$ cat config.mk
export PLATFORM = sky130hd
export DESIGN_NAME = sdp_ram
export DESIGN_NICKNAME = d
export VERILOG_FILES = /design/src/rtl/sdp_ram.sv
export SDC_FILE = /design/constraint.sdc
export NUM_CORES = 2
export LEC_CHECK = 0
export ABC_AREA = 1
export BUFFER_PORTS_ARGS = -buffer_cell sky130_fd_sc_hd__clkbuf_2
export CORE_UTILIZATION = 40
export CTS_CLUSTER_SIZE = 14
export DETAILED_ROUTE_END_ITERATION = 10
export PLACE_DENSITY = 0.65
export REMOVE_ABC_BUFFERS = 1
export SLEW_MARGIN = 10
export SYNTH_ARGS = -nofsm -noshare
export SYNTH_HDL_FRONTEND = slang
export SYNTH_SLANG_ARGS = --single-unit
$ cat constraint.sdc
create_clock -name clk_a -period 3.4 [get_ports clk_a]
set_input_delay 0.17 -clock clk_a [delete_from_list [all_inputs] [get_ports clk_a]]
set_output_delay 0.17 -clock clk_a [all_outputs]
set_load 0.01 [all_outputs]
$ cat src/rtl/sdp_ram.sv
module sdp_ram #(
  parameter int DATA_W     = 16,
  parameter int DEPTH      = 256,
  parameter int ADDR_AUTO  = 1,
  parameter int SAME_CLK   = 1,
  parameter int READ_FIRST = 0,
  parameter int OUT_REG    = 0,
  localparam int IDX_W  = (DEPTH > 1) ? $clog2(DEPTH) : 1,
  localparam int ADDR_W = (ADDR_AUTO != 0) ? IDX_W : 32
) (
  input  logic              clk_a,
  input  logic              clk_b,
  input  logic              rst,
  input  logic              wr_en,
  input  logic [ADDR_W-1:0] wr_addr,
  input  logic [DATA_W-1:0] wr_data,
  input  logic              rd_en,
  input  logic [ADDR_W-1:0] rd_addr,
  output logic [DATA_W-1:0] rd_data
);

  generate
    if (READ_FIRST != 0 && SAME_CLK == 0) begin : g_bad_mode
      $error("sdp_ram: read-first mode needs SAME_CLK = 1");
    end
  endgenerate

  logic [DATA_W-1:0] mem [DEPTH];
  logic [DATA_W-1:0] dout_q;
  logic              rclk;
  logic [IDX_W-1:0]  wi, ri;
  logic              collide;

  assign rclk    = (SAME_CLK != 0) ? clk_a : clk_b;
  assign wi      = wr_addr[IDX_W-1:0];
  assign ri      = rd_addr[IDX_W-1:0];
  assign collide = (SAME_CLK != 0) && (READ_FIRST == 0) && wr_en && (wi == ri);

  always_ff @(posedge clk_a)
    if (wr_en) mem[wi] <= wr_data;

  always_ff @(posedge rclk)
    if (rst)                    dout_q <= '0;
    else if (rd_en && !collide) dout_q <= mem[ri];

  generate
    if (OUT_REG != 0) begin : g_pipe
      logic [DATA_W-1:0] pipe_q;
      always_ff @(posedge rclk)
        if (rst) pipe_q <= '0;
        else     pipe_q <= dout_q;
      assign rd_data = pipe_q;
    end else begin : g_direct
      assign rd_data = dout_q;
    end
  endgenerate

endmodule


* Yosys cells after proc, flatten, opt, wreduce, memory -nomap -nowiden
Memories as Yosys holds them, arrays and structs flattened. A register that Yosys moved wholly into a read port is not among the register bits. Index checks and enable logic that the tools add are counted.
Cells by class: bitwise operators 0, eq/ne operators 1, order comparisons 0, multiply operators 0, shift-type cells 0, add/sub/neg operators 0, reductions and logical operators 3, mux-type cells 2, divide/modulo/power cells 0
Operator list (count):
- 8-bit == test | 1
- 1-bit logical AND | 2
- 1-bit two-way mux | 2
- 1-bit logical NOT | 1
Word-level totals: memories 1, output and inout bits 16, memory bits (writable) 4096, bits in latches 0, memory bits (read-only) 0, bits in registers 0, input port bits 37
Memories:
- mem | depth 256, width 16, rd ports 1, clocked after Yosys merged registers in 1, wr ports 1, line 28 | logic [DATA_W-1:0] mem [DEPTH];

* Longest topological paths before layout
word-level depth 4, depth in mapped cells 17, mapped depth without buffers 13

* Worst setup path before layout
OpenSTA, ideal clock, no wires.
path type in2reg, from input wr_en, to memory mem[153][0], enable pin, slack 1397 ps, data arrival time 1615 ps, data required time 3012 ps, cell stages on the path 4, library setup time 388 ps, cells stage by stage clkbuf_1 -> nand3_1 -> clkbuf_1 -> nor2_1
Between the ends: cells in the longest elaborated chain, start to end 2
RTL lines:
- start: declaration | line 14 | input logic wr_en,
- 1-bit two-way mux | line 40 | if (wr_en) mem[wi] <= wr_data;
- 1-bit two-way mux (implied by the code) | line 40
- end: declaration | line 28
No other way between the ends.

* Worst setup path in the final report
from input rd_addr[7], to register dout_q[14] (netlist: rd_data[14]) (read register of mem)
Between the ends: cells in the longest elaborated chain, start to end 4
RTL lines:
- start: declaration | line 18 | input logic [ADDR_W-1:0] rd_addr,
- 8-bit == test | line 37 | assign collide = (SAME_CLK != 0) && (READ_FIRST == 0) && wr_en && (wi == ri);
- 1-bit logical AND | line 37
- 1-bit logical NOT | line 44 | else if (rd_en && !collide) dout_q <= mem[ri];
- 1-bit logical AND | line 44
- end: declaration | line 29 | logic [DATA_W-1:0] dout_q;
Parallel ways exist; a longest one is shown, timed or not.

==> out/metrics.cfg <==
[layout]
fin_cells = 19700
final_area_sq_um = 188000
area_delta_synth_final_pct = 13.2
drive_above_1_share_pct = 9.17
fin_nets = 14000
utilization_pct = 45.5

[global_routing]
grt_remaining_overflow = 0
track_usage_pct = 21.9
grt_pass1_wl_um = 683000
grt_max_degree = 161
antenna_found_initial = 29
grt_pass1_vias = 101000

[power_and_ir_drop]
ir_drop_mv = 0.408
power.leakage_nw = 65.5
pwr_density_cell_nw_per_um2 = 562
finalPower_mw = 106

[yosys]
ys_warn_count = 0
syn_inst = 13700
syn-cell-area_sq_um = 166000
synth_top_area_share_pct = 74.1
yosysTopAreaCell = edfxtp_1
synth_edf_count = 4096
yosys.cell_count.top_type = nand2_1
ys_top_cells_by_count = nand2_1, edfxtp_1, nand3_1
synth_cell_types = 21
ys.flop_type = edfxtp_1
ys_async_sr_fraction_pct = 0
avgSynthCellArea_sq_um = 12.1
yosysSeqAreaShare_pct = 74.3
synth_seq_cells = 4112
synth_area_leaders = edfxtp_1, nand3_1, nand2_1, buf_2, buf_4

[job]
maxCapViolCount = 0

[clock_network]
cts_max_path_buffers = 4
cts_made_buffers = 396
hold_buffers = 19
cts_tree = yes
cts-root-buf = clkbuf_16
htreeDepth = 5
clk_pin_slew_ps = 70
postCtsSetupBuffers = 0
clock_sinks = 4112
clkLatencyLatePin_ps = 950
cts-resized-gates = 0

[timing]
setup_viol = 0
period_share_pct = 92.4
fin_crit_ps = 3140
worst_pin_slew_ps = 1140
setup_slack_ps = 258
hold_slack_ps = 49.5
hold_viol = 0
skew_ps = 81.6
rsz0062_at_grt = no
tns_ps = 0
slew_violations = 0
fmaxAchievable_mhz = 318
max_slew_margin_pct = 23.9

[critical_path]
cp.arrival_ps = 4040
start_kind = input pin
path_class = input pin to flip-flop
path_max_fanout = 32
rr_worst_depth = 13
rr_startpoint = mem[77][14]
worstPathRequired_ps = 4300
cp-end-kind = flip-flop
r2r_slack_ps = 790
r2r_end = rd_data[14]

[route]
wl_met2_um = 215000
vias = 109000
via_per_inst = 5.52
route.top_layer_used = met5
drtPass1Iterations = 6
drt_wl_total_um = 470000
drt-met1-wl_um = 187000
routedWlPerCell_um = 23.8
drtIter0Drc = 14300
ant_nets = 0
drc = 0
dr_wl_met3_um = 47300

[placement]
placed_cells = 19000
hpwl_um = 272000
place.gp.congestion = 0.949
place_worst_setup_slack_ps = 388
dpl_cell_area_sq_um = 175000
port_buffers = 51

[floorplanning]
die-area_sq_um = 418000
io_pins = 53
rows = 236
fp.dieH_um = 646
core_sq_um = 413000
start_util_pct = 40.2
die_w_um = 646

[outcome]
outcome = finished clean

[worst_hold_path]
hold_depth = 8
whs_endpoint = rd_data[1]
hold_class = input pin to flip-flop
hp-start = rd_addr[6]

## area by class of cell
class / instances / area, sq um
inverter: 57 / 277
sequential: 4112 / 123000
clock inverter: 229 / 2030
antenna: 19 / 47.5
clock buffer: 490 / 10400
timing repair buffer: 752 / 7460
multi-input combinational: 8596 / 37400
tap: 5474 / 6850
fill: 35800 / 225000
## worst max path at each step
stage               startpoint     endpoint  slack (ps)  cells past startpoint
floorplan           rd_addr[0]   rd_data[0]       -4580                     10
global placement    rd_addr[1]   rd_data[5]         360                     14
detailed placement  rd_addr[1]   rd_data[5]         390                     14
CTS                 rd_addr[7]  rd_data[14]         400                     13
global route        rd_addr[7]  rd_data[14]         150                     13
finish              rd_addr[7]  rd_data[14]         260                     13
## cell usage in the layout, fill, tap and decap left out
cell	count
dlygate4sd3_1	19
buf_8	19
diode_2	19
clkinv_16	2
dfxtp_1	16
nand2_2	16
inv_2	2
inv_1	49
bufinv_16	33
clkbuf_2	29
nand2_1	4203
o211ai_1	1
clkinv_4	3
a2111oi_2	1
nor2_1	309
xnor2_1	1
clkbuf_16	402
inv_8	2
clkbuf_8	4
nor2_2	8
nand3_1	4053
clkbuf_1	84
buf_12	135
clkinv_8	4
buf_6	1
o21ai_0	3
buf_4	549
clkinvlp_4	11
edfxtp_1	4096
clkinv_1	95
inv_6	7
a2111oi_0	1
clkinv_2	74
inv_16	4
## critical path, cell delays in order
cell and delay, ps:
dlygate4sd3_1 700, clkbuf_2 460, clkinv_1 710, o21ai_0 360, a2111oi_0 110, nand2_1 70
nand2_1 80, inv_2 460, nor2_1 90, nor2_1 130, nand2_1 70, dlygate4sd3_1 550
inv_1 50
## cells by family after synthesis
group	Yosys count	share of synthesized area, %
AOI/OAI and AO/OA	6	0.0279
xor gates and xnor gates	1	0.00528
buffers and inverters	999	3.20
DFF	4112	74.3
and+or+nand+nor	8589	22.5
## state kept, by name, indices dropped and copies added (netlist names)
name and cells:
mem 4096, rd_data 16
## where the power goes
part	internal (mW)	switching [mW]	total (mW)
registers	55.8	0.0821	55.9
clock network	24.3	18.7	42.9
logic	1.70	5.06	6.76
total	81.8	23.8	106
## routing by layer
layer / global-route usage [%] / vias to the layer above
met5: 0 / -
met4: 9.05 / 8
met3: 4.31 / 847
met2: 34.0 / 5325
met1: 30.2 / 53400
li1: - / 49300
(Power assumes the default switching activity.)
